$ cat config.mk
export PLATFORM = sky130hd
export DESIGN_NAME = ddr_init_seq
export DESIGN_NICKNAME = d
export VERILOG_FILES = /design/src/rtl/ddr_init_pkg.sv /design/src/rtl/ddr_init_timer.sv /design/src/rtl/ddr_init_lock.sv /design/src/rtl/ddr_init_outreg.sv /design/src/rtl/ddr_init_seq.sv
export SDC_FILE = /design/constraint.sdc
export NUM_CORES = 1
export LEC_CHECK = 0
export BUFFER_PORTS_ARGS = -buffer_cell sky130_fd_sc_hd__buf_2
export CAP_MARGIN = 10
export CORE_UTILIZATION = 35
export DETAILED_ROUTE_END_ITERATION = 8
export HOLD_SLACK_MARGIN = 0.02
export SETUP_SLACK_MARGIN = 0.15
export SLEW_MARGIN = 0
export SYNTH_ARGS = -nofsm -noshare
export SYNTH_HDL_FRONTEND = slang
export SYNTH_SLANG_ARGS = --single-unit
$ cat constraint.sdc
create_clock -name clk -period 2.8 [get_ports clk]
set_input_delay 0 -clock clk [delete_from_list [all_inputs] [get_ports clk]]
set_output_delay 0 -clock clk [all_outputs]
set_load 0.005 [all_outputs]
$ cat src/rtl/ddr_init_pkg.sv
package ddr_init_pkg;

  typedef enum logic [3:0] {
    ST_PWRUP,
    ST_CKE,
    ST_PRE1,
    ST_EMRS,
    ST_DLLRST,
    ST_PRE2,
    ST_REF,
    ST_LOCK,
    ST_FINAL,
    ST_DONE
  } step_t;

  typedef struct packed {
    logic cs_n;
    logic ras_n;
    logic cas_n;
    logic we_n;
  } cmd_t;

  localparam cmd_t CMD_NOP = 4'b0111;
  localparam cmd_t CMD_PRE = 4'b0010;
  localparam cmd_t CMD_REF = 4'b0001;
  localparam cmd_t CMD_MRS = 4'b0000;

endpackage

$ cat src/rtl/ddr_init_timer.sv
module ddr_init_timer #(
  parameter int CNT_W   = 8,
  parameter int RST_VAL = 0
) (
  input  logic             clk,
  input  logic             rst,
  input  logic             load,
  input  logic [CNT_W-1:0] load_val,
  output logic             expired
);
  logic [CNT_W-1:0] cnt;

  always_ff @(posedge clk) begin
    if (rst)               cnt <= CNT_W'(RST_VAL);
    else if (load)         cnt <= load_val;
    else if (cnt != '0)    cnt <= cnt - 1'b1;
  end

  assign expired = (cnt == '0);
endmodule

$ cat src/rtl/ddr_init_lock.sv
module ddr_init_lock #(
  parameter int LOCK_CYC = 200
) (
  input  logic clk,
  input  logic rst,
  input  logic start,
  output logic locked
);
  localparam int LIM = LOCK_CYC - 1;
  localparam int LW  = $clog2(LOCK_CYC + 1);

  logic [LW-1:0] lcnt;

  // lcnt equals the number of cycles elapsed since the DLL reset was issued
  always_ff @(posedge clk) begin
    if (rst)                       lcnt <= '0;
    else if (start)                lcnt <= LW'(1);
    else if (lcnt != LW'(LIM) && lcnt != '0) lcnt <= lcnt + 1'b1;
  end

  assign locked = (lcnt == LW'(LIM));

  // the counter saturates and never runs past its limit
  p_lock_range_r7: assert property (@(posedge clk) disable iff (rst)
    lcnt <= LW'(LIM));

  // lock indication, once reached, holds until a new DLL reset
  p_lock_held_r7: assert property (@(posedge clk) disable iff (rst)
    (locked && !start) |=> locked);
endmodule

$ cat src/rtl/ddr_init_outreg.sv
module ddr_init_outreg
  import ddr_init_pkg::*;
#(
  parameter int ADDR_W = 13,
  parameter int BA_W   = 2
) (
  input  logic              clk,
  input  logic              rst,
  input  logic              cke_d,
  input  cmd_t              cmd_d,
  input  logic [BA_W-1:0]   ba_d,
  input  logic [ADDR_W-1:0] addr_d,
  input  logic              done_d,
  output logic              cke_q,
  output cmd_t              cmd_q,
  output logic [BA_W-1:0]   ba_q,
  output logic [ADDR_W-1:0] addr_q,
  output logic              done_q
);
  always_ff @(posedge clk) begin
    if (rst) begin
      cke_q  <= 1'b0;
      cmd_q  <= CMD_NOP;
      ba_q   <= '0;
      addr_q <= '0;
      done_q <= 1'b0;
    end else begin
      cke_q  <= cke_d;
      cmd_q  <= cmd_d;
      ba_q   <= ba_d;
      addr_q <= addr_d;
      done_q <= done_d;
    end
  end
endmodule

$ cat src/rtl/ddr_init_seq.sv
module ddr_init_seq
  import ddr_init_pkg::*;
#(
  parameter int ADDR_W       = 13,
  parameter int BA_W         = 2,
  parameter int PWRUP_CYC    = 40000,
  parameter int T_RP         = 5,
  parameter int T_RFC        = 17,
  parameter int T_MRD        = 2,
  parameter int DLL_LOCK_CYC = 200,
  parameter int N_REFRESH    = 2,
  parameter logic [ADDR_W-1:0] MODE_WORD = 'h032,
  parameter logic [ADDR_W-1:0] EXT_WORD  = 'h000
) (
  input  logic              clk,
  input  logic              rst,
  input  logic              freq_chg_i,
  output logic              cke_o,
  output logic              cs_n_o,
  output logic              ras_n_o,
  output logic              cas_n_o,
  output logic              we_n_o,
  output logic [BA_W-1:0]   ba_o,
  output logic [ADDR_W-1:0] addr_o,
  output logic              done_o
);
  localparam int AP_BIT      = 10;
  localparam int DLL_RST_BIT = 8;
  localparam int MAX_A  = (PWRUP_CYC > T_RFC) ? PWRUP_CYC : T_RFC;
  localparam int MAX_B  = (T_RP > T_MRD) ? T_RP : T_MRD;
  localparam int MAXGAP = (MAX_A > MAX_B) ? MAX_A : MAX_B;
  localparam int CNT_W  = $clog2(MAXGAP + 1);
  localparam int REF_W  = $clog2(N_REFRESH + 1);
  localparam logic [ADDR_W-1:0] DLL_BIT   = ADDR_W'(1) << DLL_RST_BIT;
  localparam logic [ADDR_W-1:0] MODE_RST  = MODE_WORD | DLL_BIT;
  localparam logic [ADDR_W-1:0] MODE_RUN  = MODE_WORD & ~DLL_BIT;
  localparam logic [ADDR_W-1:0] PRE_ALL   = ADDR_W'(1) << AP_BIT;

  step_t            st, st_n;
  logic             fresh, relock;
  logic [REF_W-1:0] refcnt;
  logic             expired, locked, adv;
  logic [CNT_W-1:0] ld_val;

  cmd_t              cmd_d;
  logic [BA_W-1:0]   ba_d;
  logic [ADDR_W-1:0] addr_d;
  cmd_t              cmd_q;

  function automatic logic [CNT_W-1:0] gap_m1(step_t s);
    case (s)
      ST_PWRUP:          gap_m1 = CNT_W'(PWRUP_CYC - 1);
      ST_PRE1, ST_PRE2:  gap_m1 = CNT_W'(T_RP - 1);
      ST_EMRS, ST_DLLRST,
      ST_FINAL:          gap_m1 = CNT_W'(T_MRD - 1);
      ST_REF:            gap_m1 = CNT_W'(T_RFC - 1);
      default:           gap_m1 = '0;
    endcase
  endfunction

  // step advance: the gap of a step is loaded when it is entered
  always_comb begin
    st_n = st;
    case (st)
      ST_PWRUP:  if (expired) st_n = ST_CKE;
      ST_CKE:    if (expired) st_n = ST_PRE1;
      ST_PRE1:   if (expired) st_n = relock ? ST_DLLRST : ST_EMRS;
      ST_EMRS:   if (expired) st_n = ST_DLLRST;
      ST_DLLRST: if (expired) st_n = ST_PRE2;
      ST_PRE2:   if (expired) st_n = ST_REF;
      ST_REF:    if (expired) begin
                   if (refcnt == REF_W'(N_REFRESH - 1))
                     st_n = locked ? ST_FINAL : ST_LOCK;
                   else
                     st_n = ST_REF;
                 end
      ST_LOCK:   if (locked) st_n = ST_FINAL;
      ST_FINAL:  if (expired) st_n = ST_DONE;
      ST_DONE:   if (freq_chg_i) st_n = ST_PRE1;
      default:   st_n = ST_PWRUP;
    endcase
    adv = (st_n != st) || (st == ST_REF && expired);
    ld_val = gap_m1(st_n);
  end

  // command of the current step, driven only on its first cycle
  always_comb begin
    cmd_d  = CMD_NOP;
    ba_d   = '0;
    addr_d = '0;
    if (fresh) begin
      case (st)
        ST_PRE1, ST_PRE2: begin cmd_d = CMD_PRE; addr_d = PRE_ALL;  end
        ST_EMRS:   begin cmd_d = CMD_MRS; ba_d = BA_W'(1); addr_d = EXT_WORD; end
        ST_DLLRST: begin cmd_d = CMD_MRS; addr_d = MODE_RST; end
        ST_REF:    cmd_d = CMD_REF;
        ST_FINAL:  begin cmd_d = CMD_MRS; addr_d = MODE_RUN; end
        default:   cmd_d = CMD_NOP;
      endcase
    end
  end

  always_ff @(posedge clk) begin
    if (rst) begin
      st     <= ST_PWRUP;
      fresh  <= 1'b1;
      refcnt <= '0;
      relock <= 1'b0;
    end else begin
      fresh <= adv;
      if (adv) st <= st_n;
      if (adv && st == ST_PRE2)            refcnt <= '0;
      else if (adv && st == ST_REF)        refcnt <= refcnt + 1'b1;
      if (st == ST_DONE && freq_chg_i)     relock <= 1'b1;
      else if (st == ST_FINAL)             relock <= 1'b0;
    end
  end

  ddr_init_timer #(.CNT_W(CNT_W), .RST_VAL(PWRUP_CYC - 1)) u_timer (
    .clk(clk), .rst(rst), .load(adv), .load_val(ld_val), .expired(expired)
  );

  ddr_init_lock #(.LOCK_CYC(DLL_LOCK_CYC)) u_lock (
    .clk(clk), .rst(rst), .start(fresh && st == ST_DLLRST), .locked(locked)
  );

  ddr_init_outreg #(.ADDR_W(ADDR_W), .BA_W(BA_W)) u_out (
    .clk(clk), .rst(rst),
    .cke_d(st != ST_PWRUP), .cmd_d(cmd_d), .ba_d(ba_d), .addr_d(addr_d),
    .done_d(st == ST_DONE),
    .cke_q(cke_o), .cmd_q(cmd_q), .ba_q(ba_o), .addr_q(addr_o), .done_q(done_o)
  );

  assign cs_n_o  = cmd_q.cs_n;
  assign ras_n_o = cmd_q.ras_n;
  assign cas_n_o = cmd_q.cas_n;
  assign we_n_o  = cmd_q.we_n;

  // clock-enable never drops once raised
  p_cke_hold_r11: assert property (@(posedge clk) disable iff (rst)
    cke_o |=> cke_o);

  // no real command while the clock-enable is low
  p_cmd_needs_cke_r11: assert property (@(posedge clk) disable iff (rst)
    (!cke_o) |-> ({cs_n_o, ras_n_o, cas_n_o, we_n_o} == 4'b0111));

  // the pins stay quiet while ready is shown
  p_done_quiet_r8: assert property (@(posedge clk) disable iff (rst)
    done_o |-> ({cs_n_o, ras_n_o, cas_n_o, we_n_o} == 4'b0111));

  // ready only falls two cycles after a frequency-change request
  p_done_fall_r9: assert property (@(posedge clk) disable iff (rst)
    $fell(done_o) |-> $past(freq_chg_i, 2));

  generate
    if (T_MRD >= 2) begin : g_mrd
      // a mode register write is followed by a no-operation
      p_mrs_gap_r5: assert property (@(posedge clk) disable iff (rst)
        ({cs_n_o, ras_n_o, cas_n_o, we_n_o} == 4'b0000) |=>
        ({cs_n_o, ras_n_o, cas_n_o, we_n_o} == 4'b0111));
    end
  endgenerate
endmodule

* Word-level counts from Yosys, hierarchy flattened *
Index checks and enable logic that the tools add are counted.

storage, ports and cells
  latch bits = 0
  memories = 0
  register bits = 53
  word-level logic and storage cells = 85
  RAM bits = 0
  output and inout port bits = 21
  bits in read-only memories = 0
  input port bits = 3

operators by class
  order comparisons = 0
  $add $sub $neg = 3
  muxes and demuxes = 24
  div/mod/pow operators = 0
  bitwise gates (word level) = 1
  reductions and logical operators = 23
  shift-type cells = 0
  multipliers = 0
  equal/unequal tests = 19

operators with widths
  kind                     count
  $pmux W16 S4             1
  $mux W4                  12
  $pmux W4 S10             1
  $pmux W11 S3             1
  $mux W16                 2
  $eq A4 B3 Y1 const B     7
  $eq A4 B2 Y1 const B     4
  $logic_not A16 Y1        1
  $reduce_bool A16 Y1      1
  $sub A16 B1 Y16 const B  1
  $eq A4 B4 Y1 const B     3
  $reduce_or A2 Y1         5
  $pmux W3 S3              1
  $add A8 B1 Y8 const B    1
  $eq A8 B8 Y1 const B     1
  $logic_not A4 Y1         2
  $ne A8 B8 Y1 const B     1
  $reduce_bool A8 Y1       1
  $logic_and A1 B1 Y1      6
  $reduce_bool A2 Y1       3
  $reduce_or A3 Y1         2
  $mux W1                  5
  $eq A4 B1 Y1 const B     1
  $ne A4 B4 Y1             1
  6 further kinds          6

* Depth between registers and ports, before layout *
  word-level depth = 9
  depth in mapped cells = 11
  mapped depth without buffers = 9

* By module *
A second synthesis with hierarchy kept.

second synthesis, totals
  cells, all modules = 325
  area, all modules = 2802.7 µm²

by module, submodules not included
  module           sequential area each (µm²)  times used  cells an instance  area an instance (µm²)
  ddr_init_timer   320.3                       1           116                954.7
  ddr_init_seq     160.2                       1           109                829.5
  ddr_init_outreg  420.4                       1           44                 568.0
  ddr_init_lock    160.2                       1           56                 450.4

* Worst setup path after synthesis *
No wires, ideal clock.

  path kind = reg-to-reg
  start point = register u_timer.cnt[6]
  end point = register u_timer.cnt[4]
  clock period less this slack = 2.543 ns
  slack = 0.257 ns
  cell stages (with the launch flop) = 11
  required time = 2.716 ns
  buffers on the path = 3
  arrival = 2.458 ns
  path through = dfxtp_1 > or4_1 > buf_2 > or4b_4 > o21ai_1 > and4_1 > buf_6 > a21oi_4 > and2_4 > buf_6 > o31ai_2

between the ends
  cells in the longest elaborated chain, start to end = 7

RTL lines
  element                                                      line                  RTL
  from (decl)                                                  ddr_init_timer.sv:11  logic [CNT_W-1:0] cnt;
  from (signal assigned)                                       ddr_init_timer.sv:14  if (rst) cnt <= CNT_W'(RST_VAL);
  from (signal assigned)                                       ddr_init_timer.sv:15  else if (load) cnt <= load_val;
  from (signal assigned)                                       ddr_init_timer.sv:16  else if (cnt != '0) cnt <= cnt - 1'b1;
  $logic_not A16 Y1                                            ddr_init_timer.sv:19  assign expired = (cnt == '0);
  $mux W4 (tied with other cells)                              ddr_init_seq.sv:78    ST_FINAL: if (expired) st_n = ST_DONE;
  $pmux W4 S10                                                 ddr_init_seq.sv:64    case (st)
  $eq A4 B2 Y1 (tied with other cells)                         ddr_init_seq.sv:51    case (s)
  $reduce_or A3 Y1 / $reduce_or A2 Y1 (equally long branches)  ddr_init_seq.sv:51
  $pmux W16 S4                                                 ddr_init_seq.sv:51
  $mux W16                                                     ddr_init_timer.sv:15

Parallel ways exist; a longest one is shown, timed or not.
A chain may end at the register's enable or synchronous reset.

* Final worst setup path *
Same ends and word-level chain as after synthesis.

==> flow_metrics.tcl <==
set metrics [dict create \
    status "finished clean" \
    relSlewSlack_pct 59.4 \
    vias 2051 \
    grt_max_degree 19 \
    worstSetupStartpoint "u_timer.cnt[6]" \
    numCtsBuffers 5 \
    drive_gt1_share_pct 17.5 \
    reg2reg_depth 7 \
    grtUsageTotal_pct 15.9 \
    hp-class "in2reg" \
    areaGrowthSynthToFinish_pct 12.8 \
    critPathRequiredTime_ps 3020 \
    drt_iter0_drc 180 \
    crit_type "reg2reg" \
    synth_async_sr_flop_share_pct 0 \
    synth_compound_area_share_pct 18.2 \
    muxShareOfSynthArea_pct 0 \
    filler_cell_count 641 \
    endpoint_kind "register" \
    ys.flop_type "dfxtp_1" \
    vdd_drop_max_v 0.000228 \
    p_leak_nw 0.973 \
    rr_endpoint "u_timer.cnt[4]" \
    cts_root_buf "clkbuf_8" \
    yosysUniqueCellTypes 56 \
    globalplace.congestion 0.846 \
    drt_wl_total_mm 5.19 \
    ys_ff_latch 41 \
    hpwl_mm 3.68 \
    synth_top_family_by_area "simple AND/OR/NAND/NOR gates" \
    finalClockSkew_ps 6.80 \
    grt-ovfl-total 0 \
    antenna_left 0 \
    setup_ws_ps 237 \
    cp.arrival_ps 2790 \
    crit_slowest_cell "or4_4" \
    port_buffers 13 \
    rrSetupSlack_ps 240 \
    wire_per_inst_um 13.9 \
    synth_edf_count 0 \
    clock-sinks 41 \
    slew_viol_final 0 \
    timing.setup.tns_ps 0 \
    setup_violations 0 \
    clk_transition_reported_paths_ps 80 \
    synth_area_sq_mm 0.00232 \
    fmax_mhz 390 \
    clk_latency_ps 300 \
    drt_pass1_iterations 4 \
    grt_setup_unrepaired "no" \
    synth_simple_gate_area_share_pct 27.5 \
    path_cells "or4_4, or4b_4, o21ai_1, and4_1, a21oi_4, and2_4, o31ai_2" \
    synthAdderAreaFrac_pct 2.16 \
    grt_first_pass_wirelength_mm 8.97 \
    worstReg2RegStart "u_timer.cnt[6]" \
    core-area_sq_mm 0.00639 \
    final_nets 303 \
    whs_path_depth 2 \
    final_hold_viol_count 0 \
    diodes 0 \
    crit_family "simple AND/OR/NAND/NOR gates" \
    syn_inst 279 \
    place_ws_ps 129 \
    final_util_pct 40.9 \
    pwr_density_cell_mw_per_mm2 443 \
    dieArea_sq_mm 0.00695 \
    die_h_um 83.4 \
    slowest_delay_ps 600 \
    drv_cap 0 \
    yosys.area_share.xor_xnor_pct 8.32 \
    mostFrequentLayoutCells "40 x dfxtp_1, 24 x nor2_1, 20 x nand2_1" \
    post-route-period-util_pct 91.5 \
    initial_core_util_pct 36.3 \
    yosysSeqAreaShare_pct 35.4 \
    grt_pass1_vias 1879 \
    die_width_um 83.4 \
    total_power_mw 1.16 \
    cp_max_fo 9 \
    tightest_slew_ps 604 \
    vias_per_cell 5.48 \
    post-route-min-period_ps 2560 \
    placementRows 29 \
    hp-start "rst" \
    path_buf_inv 0 \
    ys_warn_count 0 \
    cp-start-kind "register" \
    layout_commonest_cell "dfxtp_1" \
    whs_endpoint "st[0]" \
    cts_buffer_depth 2 \
    syn_area_per_cell_sq_um 8.31 \
    cts-htree-levels 2 \
    antenna_found_initial 0 \
    ioPinCount 24 \
    cts_tree "built" \
    drcViolationCount 0 \
]
cell families (layout without fill, tap and decap cells):
family          count (synthesis)  after routing
compound gates                 63             63
xor+xnor                       22             22
fa+ha+maj                       4              4
buf+inv                        33             42
flops                          41             41
other cells                     1             10
simple gates                  115            115
through the flow:
stage | area, sq um | hold WS, ps | std cells
after floorplan | 2350 | 72.1 | 288
after global placement | 2430 | 369 | 363
after detailed placement | 2430 | 372 | 363
after CTS | 2560 | 55.5 | 371
after global routing | 2610 | 85.1 | 374
final | 2610 | 64.2 | 374
routing by layer:
| metal | global-route usage (%) | share of wire, % | vias up |
|---|---|---|---|
| met4 | 7.84 | 3.1 | 0 |
| met2 | 25.0 | 48 | 70 |
| met1 | 20.5 | 44 | 947 |
| met3 | 3.68 | 5.1 | 14 |
| met5 | 0 | 0 | - |
| li1 | - | - | 1020 |
synth_stat cells, drive strengths merged, types with 8 or more instances:
master   n  area [sq um]
dfxtp   41           821
buf     17           130
nand2   21          81.3
xor2    13           114
a21oi   14          85.1
clkbuf   9          33.8
nand3    8          40.0
nor2    24          90.1
nor3    16          85.1
o21ai   14          70.1
xnor2    9          78.8
a31oi   13          81.3
layout make-up:
cell class | count | area (sq um) | area share, %
clock buffers | 6 | 82.6 | 3.16
clock inverters | 2 | 37.5 | 1.44
inverters | 7 | 26.3 | 1.01
multi-input cells | 214 | 1380 | 52.8
flip-flops and latches | 41 | 822 | 31.5
well taps | 77 | 96.3 | 3.69
repair buffers | 27 | 170 | 6.51
worst max-delay path by stage:
stage / end / slack [ps] / cells past startpoint
6_report: u_timer.cnt[4] / 240 / 7
5_1_grt: u_timer.cnt[0] / 150 / 8
4_1_cts: u_timer.cnt[0] / 140 / 8
3_5_place_dp: refcnt[1] / 130 / 7
3_3_place_gp: u_timer.cnt[0] / 230 / 8
2_1_floorplan: u_timer.cnt[4] / 260 / 10
registers in the layout (all words and copies together) (netlist names):
register      flops
u_out.cke_q       1
u_out.cmd_q       3
u_out.done_q      1
st                4
refcnt            2
u_timer.cnt      16
u_lock.lcnt       8
fresh             1
relock            1
u_out.addr_q      3
u_out.ba_q        1
where the power goes:
group / internal [mW] / leakage (nW) / switching, mW
logic: 0.0215 / 0.584 / 0.0311
registers: 0.590 / 0.332 / 0.00745
clock network: 0.290 / 0.0574 / 0.218
total: 0.901 / 0.973 / 0.257
what timing repair did:
item,4_1_cts,5_1_grt
endpoints found under the setup margin,2,19
hold buffers,0,0
setup buffers,0,3
resized for setup,1,6
pin swaps,0,2
(Power assumes the default switching activity.)
